**config.mk**
```make
export PLATFORM = sky130hd
export DESIGN_NAME = tmr_cmp_chan
export DESIGN_NICKNAME = d
export VERILOG_FILES = /design/src/rtl/tmr_cmp_pkg.sv /design/src/rtl/tmr_cmp_ctl.sv /design/src/rtl/tmr_cmp_val.sv /design/src/rtl/tmr_cmp_ref.sv /design/src/rtl/tmr_cmp_drv.sv /design/src/rtl/tmr_cmp_chan.sv
export SDC_FILE = /design/constraint.sdc
export NUM_CORES = 1
export LEC_CHECK = 0
export ABC_CLOCK_PERIOD_IN_PS = 2200
export BUFFER_PORTS_ARGS = -buffer_cell sky130_fd_sc_hd__buf_2
export CAP_MARGIN = 20
export CORE_AREA = 5 5 72 74
export DETAILED_ROUTE_END_ITERATION = 12
export DIE_AREA = 0 0 77 79
export PLACE_DENSITY_LB_ADDON = 0.15
export SETUP_SLACK_MARGIN = 0.5
export SYNTH_ARGS = -nofsm -noshare
export SYNTH_HDL_FRONTEND = slang
export SYNTH_SLANG_ARGS = --single-unit
```
**constraint.sdc**
```tcl
create_clock -name clk -period 2.2 [get_ports clk]
set_input_delay 0.33 -clock clk [delete_from_list [all_inputs] [get_ports clk]]
set_output_delay 0.33 -clock clk [all_outputs]
set_load 0.005 [all_outputs]
```
**src/rtl/tmr_cmp_pkg.sv**
```systemverilog
package tmr_cmp_pkg;

  typedef enum logic [2:0] {
    OC_FROZEN = 3'b000,
    OC_SET    = 3'b001,
    OC_CLR    = 3'b010,
    OC_TOG    = 3'b011,
    OC_LOW    = 3'b100,
    OC_HIGH   = 3'b101,
    OC_PWM_A  = 3'b110,
    OC_PWM_B  = 3'b111
  } oc_mode_e;

  localparam logic [1:0] PROT_TOP  = 2'b11;
  localparam logic [1:0] SEL_CMP   = 2'b00;

  function automatic logic is_pwm(input oc_mode_e m);
    return (m == OC_PWM_A) || (m == OC_PWM_B);
  endfunction

  function automatic logic is_locked(input logic [1:0] prot, input logic [1:0] sel);
    return (prot == PROT_TOP) && (sel == SEL_CMP);
  endfunction

endpackage

```
**src/rtl/tmr_cmp_ctl.sv**
```systemverilog
module tmr_cmp_ctl
  import tmr_cmp_pkg::*;
(
  input  logic       clk,
  input  logic       rst_n,
  input  logic       cfg_we,
  input  logic [2:0] cfg_mode,
  input  logic       cfg_shen,
  input  logic [1:0] prot_lvl,
  input  logic [1:0] chan_sel,
  output oc_mode_e   mode_q,
  output logic       shen_q,
  output logic       lock
);

  assign lock = is_locked(prot_lvl, chan_sel);

  always_ff @(posedge clk or negedge rst_n) begin
    if (!rst_n) begin
      mode_q <= OC_FROZEN;
      shen_q <= 1'b0;
    end else if (cfg_we && !lock) begin
      mode_q <= oc_mode_e'(cfg_mode);
      shen_q <= cfg_shen;
    end
  end

endmodule

```
**src/rtl/tmr_cmp_val.sv**
```systemverilog
module tmr_cmp_val
  import tmr_cmp_pkg::*;
#(
  parameter int CW = 16
) (
  input  logic          clk,
  input  logic          rst_n,
  input  oc_mode_e      mode,
  input  logic          shen,
  input  logic          spm,
  input  logic          upd_evt,
  input  logic          cmp_we,
  input  logic [CW-1:0] cmp_wdata,
  output logic          use_sh,
  output logic [CW-1:0] cmp_sh,
  output logic [CW-1:0] cmp_act
);

  // PWM without single-pulse mode always runs through the shadow
  assign use_sh = shen || (is_pwm(mode) && !spm);

  always_ff @(posedge clk or negedge rst_n) begin
    if (!rst_n) begin
      cmp_sh  <= '0;
      cmp_act <= '0;
    end else begin
      if (cmp_we) cmp_sh <= cmp_wdata;
      if (use_sh) begin
        if (upd_evt) cmp_act <= cmp_sh;
      end else if (cmp_we) begin
        cmp_act <= cmp_wdata;
      end
    end
  end

endmodule

```
**src/rtl/tmr_cmp_ref.sv**
```systemverilog
module tmr_cmp_ref
  import tmr_cmp_pkg::*;
#(
  parameter int CW = 16
) (
  input  logic          clk,
  input  logic          rst_n,
  input  oc_mode_e      mode,
  input  logic          tick_en,
  input  logic          cnt_dn,
  input  logic [CW-1:0] cnt_val,
  input  logic [CW-1:0] cmp_act,
  output logic          match,
  output logic          pwm_lvl,
  output logic          ref_q
);

  // inv=0: first PWM flavour, inv=1: its inverse
  function automatic logic pwm_level(input logic inv, input logic dn,
                                     input logic [CW-1:0] c, input logic [CW-1:0] v);
    logic act;
    act = dn ? (c <= v) : (c < v);
    return inv ? !act : act;
  endfunction

  logic arm_q, arm_d;
  logic lvlp_q;
  logic ref_d;
  logic pwm_take;

  assign match    = tick_en && (cnt_val == cmp_act);
  assign pwm_lvl  = pwm_level(mode[0], cnt_dn, cnt_val, cmp_act);
  assign pwm_take = tick_en && (arm_q || (pwm_lvl != lvlp_q));

  always_comb begin
    ref_d = ref_q;
    unique case (mode)
      OC_FROZEN: ref_d = ref_q;
      OC_SET:    if (match) ref_d = 1'b1;
      OC_CLR:    if (match) ref_d = 1'b0;
      OC_TOG:    if (match) ref_d = !ref_q;
      OC_LOW:    ref_d = 1'b0;
      OC_HIGH:   ref_d = 1'b1;
      OC_PWM_A,
      OC_PWM_B:  if (pwm_take) ref_d = pwm_lvl;
      default:   ref_d = ref_q;
    endcase
  end

  always_comb begin
    if (mode == OC_FROZEN)  arm_d = 1'b1;
    else if (is_pwm(mode))  arm_d = tick_en ? 1'b0 : arm_q;
    else                    arm_d = 1'b0;
  end

  always_ff @(posedge clk or negedge rst_n) begin
    if (!rst_n) begin
      ref_q  <= 1'b0;
      arm_q  <= 1'b1;
      lvlp_q <= 1'b0;
    end else begin
      ref_q <= ref_d;
      arm_q <= arm_d;
      if (tick_en) lvlp_q <= pwm_lvl;
    end
  end

endmodule

```
**src/rtl/tmr_cmp_drv.sv**
```systemverilog
module tmr_cmp_drv #(
  parameter int NLANE = 2
) (
  input  logic             ref_lvl,
  input  logic [NLANE-1:0] pol,
  output logic [NLANE-1:0] pin
);

  // even lanes follow the reference, odd lanes its complement
  for (genvar g = 0; g < NLANE; g++) begin : g_lane
    if (g % 2 == 0) begin : g_true
      assign pin[g] = ref_lvl ^ pol[g];
    end else begin : g_comp
      assign pin[g] = !ref_lvl ^ pol[g];
    end
  end

endmodule

```
**src/rtl/tmr_cmp_chan.sv**
```systemverilog
module tmr_cmp_chan
  import tmr_cmp_pkg::*;
#(
  parameter int CW = 16
) (
  input  logic          clk,
  input  logic          rst_n,
  input  logic [CW-1:0] cnt_val,
  input  logic          cnt_dn,
  input  logic          tick_en,
  input  logic          upd_evt,
  input  logic          spm,
  input  logic          cfg_we,
  input  logic [2:0]    cfg_mode,
  input  logic          cfg_shen,
  input  logic [1:0]    prot_lvl,
  input  logic [1:0]    chan_sel,
  input  logic          cmp_we,
  input  logic [CW-1:0] cmp_wdata,
  input  logic          pol_p,
  input  logic          pol_n,
  output logic          oref,
  output logic          out_p,
  output logic          out_n
);

  localparam int NLANE = 2;

  oc_mode_e        mode_q;
  logic [2:0]      mode_w;
  logic            shen_q;
  logic            lock;
  logic            use_sh;
  logic [CW-1:0]   cmp_sh;
  logic [CW-1:0]   cmp_act;
  logic            match;
  logic            pwm_lvl;
  logic            ref_q;
  logic [NLANE-1:0] pins;

  assign mode_w = mode_q;

  tmr_cmp_ctl u_ctl (
    .clk      (clk),
    .rst_n    (rst_n),
    .cfg_we   (cfg_we),
    .cfg_mode (cfg_mode),
    .cfg_shen (cfg_shen),
    .prot_lvl (prot_lvl),
    .chan_sel (chan_sel),
    .mode_q   (mode_q),
    .shen_q   (shen_q),
    .lock     (lock)
  );

  tmr_cmp_val #(.CW(CW)) u_val (
    .clk       (clk),
    .rst_n     (rst_n),
    .mode      (mode_q),
    .shen      (shen_q),
    .spm       (spm),
    .upd_evt   (upd_evt),
    .cmp_we    (cmp_we),
    .cmp_wdata (cmp_wdata),
    .use_sh    (use_sh),
    .cmp_sh    (cmp_sh),
    .cmp_act   (cmp_act)
  );

  tmr_cmp_ref #(.CW(CW)) u_ref (
    .clk     (clk),
    .rst_n   (rst_n),
    .mode    (mode_q),
    .tick_en (tick_en),
    .cnt_dn  (cnt_dn),
    .cnt_val (cnt_val),
    .cmp_act (cmp_act),
    .match   (match),
    .pwm_lvl (pwm_lvl),
    .ref_q   (ref_q)
  );

  tmr_cmp_drv #(.NLANE(NLANE)) u_drv (
    .ref_lvl (ref_q),
    .pol     ({pol_n, pol_p}),
    .pin     (pins)
  );

  assign oref  = ref_q;
  assign out_p = pins[0];
  assign out_n = pins[1];

endmodule

```
### Word level (Yosys, flattened, before mapping)

Index checks and enable logic that the tools add are counted.

* reductions and logical operators: 18
* equal/unequal tests: 16
* $lt $le $gt $ge: 2
* bitwise gates (word level): 3
* muxes and demuxes: 13

Operator list (number)
* two-way mux 16 bit: 3
* equality test 16 bit: 1
* less-or-equal comparator 16 bit: 1
* less-than comparator 16 bit: 1
* equality test 3 bit (second input constant): 4
* two-way mux 1 bit: 9
* != test 2 bit (second input constant): 4
* equality test 3 x 2 -> 1 bit (second input constant): 2
* case mux 1 bit (6 select lines): 1
* logical AND 1 bit: 5
* AND reduction 5 bit: 1
* logical NOT 1 bit: 4
* equality test 3 x 1 -> 1 bit (second input constant): 1
* logical NOT 3 bit: 1
* logical OR 1 bit: 3
* != test 3 x 2 -> 1 bit (second input constant): 1
* equality test 2 bit (second input constant): 1
* logical NOT 2 bit: 1
* != test 2 x 1 -> 1 bit (second input constant): 1
* AND reduction 2 bit: 1
* nonzero test 2 bit: 1
* OR reduction 2 bit: 1
* XOR 1 bit: 2
* != test 1 bit: 1
* inverter 1 bit: 1

* input port bits: 50
* flip-flop bits (word level): 39
* logic and storage cells: 59

### Longest topological paths before layout

* depth after elaboration: 9
* gate-level depth with buffers: 9
* gate-level depth less buffers: 9

### Modules after synthesis

From an unflattened synthesis, not the netlist that was laid out.

* cells, all modules: 231
* area total of the unflattened synthesis: 2431.1 um2

By module, submodules not included
* tmr_cmp_val: times used 1, cells an instance 131, area each 1582.8 um2, seq. area each 800.8 um2
* tmr_cmp_ref: times used 1, cells an instance 87, area each 655.6 um2, seq. area each 76.3 um2
* tmr_cmp_ctl: times used 1, cells an instance 11, area each 175.2 um2, seq. area each 100.1 um2
* tmr_cmp_drv: times used 1, cells an instance 2, area each 17.5 um2, seq. area each 0.0 um2

### Least setup slack after synthesis

OpenSTA, ideal clock, no wires.

* kind: flip-flop to flip-flop
* start: register u_val.cmp_act[9]
* end: register u_ref.ref_q
* data arrival time: 1.887 ns
* stages on the path, launching flop included: 10
* clock period less this slack: 2.013 ns
* buffers on the path: 0
* slack: 0.187 ns
* setup time: 0.126 ns
* path through: dfrtp_1 -> inv_1 -> ha_1 -> a21o_1 -> nand3_2 -> a21oi_1 -> or4_1 -> nand2_2 -> nor3_1 -> o32a_1

* cells in the longest elaborated chain, start to end: 9

RTL lines
* start: declaration: line tmr_cmp_val.sv:16 `output logic [CW-1:0] cmp_act`
* start signal: assignment: line tmr_cmp_val.sv:29 `if (upd_evt) cmp_act <= cmp_sh;`
* start signal: assignment: line tmr_cmp_val.sv:31 `cmp_act <= cmp_wdata;`
* less-than comparator 16 bit or less-or-equal comparator 16 bit (tied branches): line tmr_cmp_ref.sv:22 `act = dn ? (c <= v) : (c < v);`
* two-way mux 1 bit: line tmr_cmp_ref.sv:22
* logical NOT 1 bit: line tmr_cmp_ref.sv:23 `return inv ? !act : act;`
* two-way mux 1 bit: line tmr_cmp_ref.sv:23
* != test 1 bit: line tmr_cmp_ref.sv:33 `assign pwm_take = tick_en && (arm_q || (pwm_lvl != lvlp_q));`
* logical OR 1 bit: line tmr_cmp_ref.sv:33
* logical AND 1 bit: line tmr_cmp_ref.sv:33
* != test 2 x 1 -> 1 bit (no line)
* AND reduction 5 bit (no line)
* end signal: assignment: line tmr_cmp_ref.sv:62 `ref_q <= ref_d;`
* end: declaration: line tmr_cmp_ref.sv:15 `output logic ref_q`

Several ways; a longest one is shown, not always the timed one. The select of a mux whose other input is x is not followed.
A chain may end at the register's enable or synchronous reset.

### Worst setup path in the final report

* start: register u_val.cmp_act[10]
* end: register u_ref.ref_q

Same word-level chain as after synthesis.

==> run summary <==
Clock share of power: 0.228
Starting density of the core: 0.477
Final worst path period share: 0.963
WS Path Type: reg2reg
HP Class: in2reg
Crit Path Max Fanout: 5
Ant. Diodes: 0
Iteration-0 DRC Markers: 45
Final min period: 2.12 ns
Hold slack: 0.262 ns
Async set-or-reset flop fraction in the synthesized netlist: 1.00
CTS clk-pin slew, worst paths: 0.08 ns
Placement Cell Area: 0.00250 mm²
I/O pin total: 53
Final ANT Viol Nets: 0
Logic gate share of total power: 0.325
Worst vdd ir: 0.391 mV
Synth cell types: 39
Sw Ratio: 0.317
YS warnings: 0
Final setup TNS: 0 ns
Worst slew margin relative to its limit: 0.583
Seq/Total Area, Yosys: 0.452
CTS buffer count: 5
Fmax: 472 MHz
Total power: 2.08 mW
Residual DRC: 0
Die area: 0.00608 mm²
DR WL/cell: 13.4 µm
Row cnt: 25
Pin count of the biggest net entering global routing: 33
Placer Congestion: 0.833
Top FF cell, synth: dfrtp_1
Arrival time worst endpoint: 2.30 ns
All-Layer GR Usage: 0.147
Post-Syn Area: 0.00216 mm²
Synthesized flop and latch total: 39
Pins Over Slew Limit: 0
CP required: 2.38 ns
Setup-failing EPs final: 0
P_leak: 1.30 nW
Clk_skew: 0.00688 ns
Layout cells sized above 1: 0.420
Outcome: finished, final reports clean
Avg Cell Area, Syn: 10.8 µm²
CTS root buffer: clkbuf_8
P_sw: 0.658 mW
Clk_lat worst skew: 0.29 ns
Final Hold Viols: 0
Post-DP HPWL: 3320 µm
Post-route worst setup slack: 0.0807 ns
Nets: 329
Global-route wire length before repair: 7240 µm
Via density: 5.03
Die Y: 79 µm
Pre-Repair DR Iteration Count: 4
Worst-case clock buffer depth: 2
CP Launch Type: flop
Worst Setup End Kind: flop
Worst-Margin Slew: 0.621 ns
Die width: 77 µm
H-tree lvl count: 2
Int Power: 1.42 mW
Core area: 0.00454 mm²
Post-Syn Instances: 201
Port Buffers: 52
Post-synth EDFFs: 0
RSZ-0062 raised after global routing: yes
Vias: 1599
Syn_nets: 267
Remaining Overflow, GRT: 0
Clock sink count: 39
Vias in the first global route: 1637
Number of antenna violations at the first check in global routing: 0
Final wirelength: 4260 µm
CTS tree: yes
Max cap viols: 0
P&R area growth vs syn: 26.0%
Place WS: -0.00787 ns
Pwr dens: 763 mW/mm²
Share of power burned in registers: 0.446
Post-route cell area: 0.00273 mm²
kinds of logic (layout without fill, tap and decap cells):
kind of cell / after synthesis / count (layout) / share of synthesized area
AND/OR/NAND/NOR: 43 / 43 / 0.101
flip-flops: 39 / 39 / 0.452
multiplexers: 38 / 38 / 0.188
AO/OA/AOI/OAI: 37 / 37 / 0.104
buffers and inverters: 24 / 87 / 0.0457
adder cells (fa/ha/maj): 16 / 16 / 0.0926
XOR/XNOR: 4 / 4 / 0.0162
critical path, stage by stage, from the launching register on:
cell	delay (ns)
dfrtp_1	0.38
inv_1	0.08
ha_4	0.27
nand4_1	0.20
a2111oi_2	0.34
or4_4	0.19
nand2_4	0.06
a221o_2	0.33
o32a_1	0.15
cells in the mapped netlist, drive strengths merged (3+ instances only):
cell,instances,share of area
nor2,5,0.012
xor2,3,0.012
mux2i,17,0.079
a21oi,8,0.019
o21ai,17,0.039
buf,5,0.013
inv,17,0.030
nand2,22,0.039
ha,16,0.093
mux2,21,0.11
dfrtp,38,0.44
nand3,3,0.0093
nand4,4,0.014
cell usage in the layout, fill, tap and decap left out, types with 2 or more instances in the layout:
| cell | netlist | layout |
|---|---|---|
| clkbuf_8 | 0 | 5 |
| nand3_1 | 2 | 2 |
| ha_4 | 0 | 5 |
| buf_4 | 1 | 8 |
| clkinvlp_4 | 0 | 2 |
| a21oi_1 | 8 | 8 |
| mux2i_1 | 17 | 16 |
| nand4_1 | 3 | 3 |
| xor2_1 | 3 | 3 |
| nand2b_1 | 2 | 2 |
| inv_1 | 17 | 14 |
| nand2_1 | 21 | 21 |
| dfrtp_1 | 38 | 37 |
| o21ai_1 | 17 | 17 |
| nor3_1 | 2 | 2 |
| buf_2 | 4 | 52 |
| a21o_1 | 2 | 2 |
| mux2_2 | 21 | 20 |
| ha_1 | 16 | 11 |
| inv_2 | 0 | 3 |
| nor2_1 | 4 | 4 |
power groups by stage:
| stage | combinational (mW) | clock (mW) | sequential [mW] |
|---|---|---|---|
| final | 0.676 | 0.475 | 0.928 |
| after global routing | 0.766 | 0.526 | 0.949 |
| after CTS | 0.646 | 0.499 | 0.925 |
| after detailed placement | 0.596 | 0 | 0.940 |
| after global placement | 0.590 | 0 | 0.934 |
| after floorplan | 0.428 | 0 | 0.916 |
registers in the layout, indices dropped and copies added, names as in the netlist:
signal / cells
u_val.cmp_act: 16
u_val.cmp_sh: 16
u_ctl.mode_q: 3
u_ctl.shen_q: 1
u_ref.arm_q: 1
u_ref.lvlp_q: 1
u_ref.ref_q: 1
routing by layer:
| layer | up-vias | part of all wire | global-route usage |
|---|---|---|---|
| met5 | - | 0 | 0 |
| met3 | 6 | 0.047 | 0.0329 |
| met2 | 33 | 0.48 | 0.244 |
| met4 | 0 | 0.013 | 0.0619 |
| met1 | 728 | 0.46 | 0.186 |
| li1 | 832 | - | - |
final cells by class:
class / count / area (µm²)
clock buffer: 5 / 68.8
clock inverter: 3 / 20.0
fill: 378 / 1810
inverter: 17 / 63.8
multi-input combinational: 138 / 1180
sequential: 39 / 978
tap: 54 / 67.6
timing repair buffer: 62 / 342
stage by stage:
step,instances,util
CTS,317,0.587
global placement,306,0.552
detailed placement,306,0.552
global route,318,0.601
floorplan,201,-
finish,318,0.601
repair_timing:
item	CTS	global route
setup endpoints to repair	2	18
gates cloned	0	0
gates resized for setup	7	11
hold endpoints to repair	9	0
hold buffers	1	0
pin swaps	3	0
buffers inserted	2	1
worst paths after layout:
check | start | to | slack, ns | cells past startpoint
setup / recovery | u_val.cmp_act[10] | u_ref.ref_q | 0.08 | 8
hold / removal | cfg_mode[0] | u_ctl.mode_q[0] | 0.26 | 2
setup reg to reg | u_val.cmp_act[10] | u_ref.ref_q | 0.08 | 8
hold reg to reg | u_val.cmp_act[15] | u_val.cmp_act[15] | 0.48 | 2
max in group asynchronous | rst_n | u_ref.arm_q | 1.24 | 3
min in group asynchronous | rst_n | u_val.cmp_sh[8] | 0.43 | 2
Note: power is estimated with default switching activity, not from simulation.
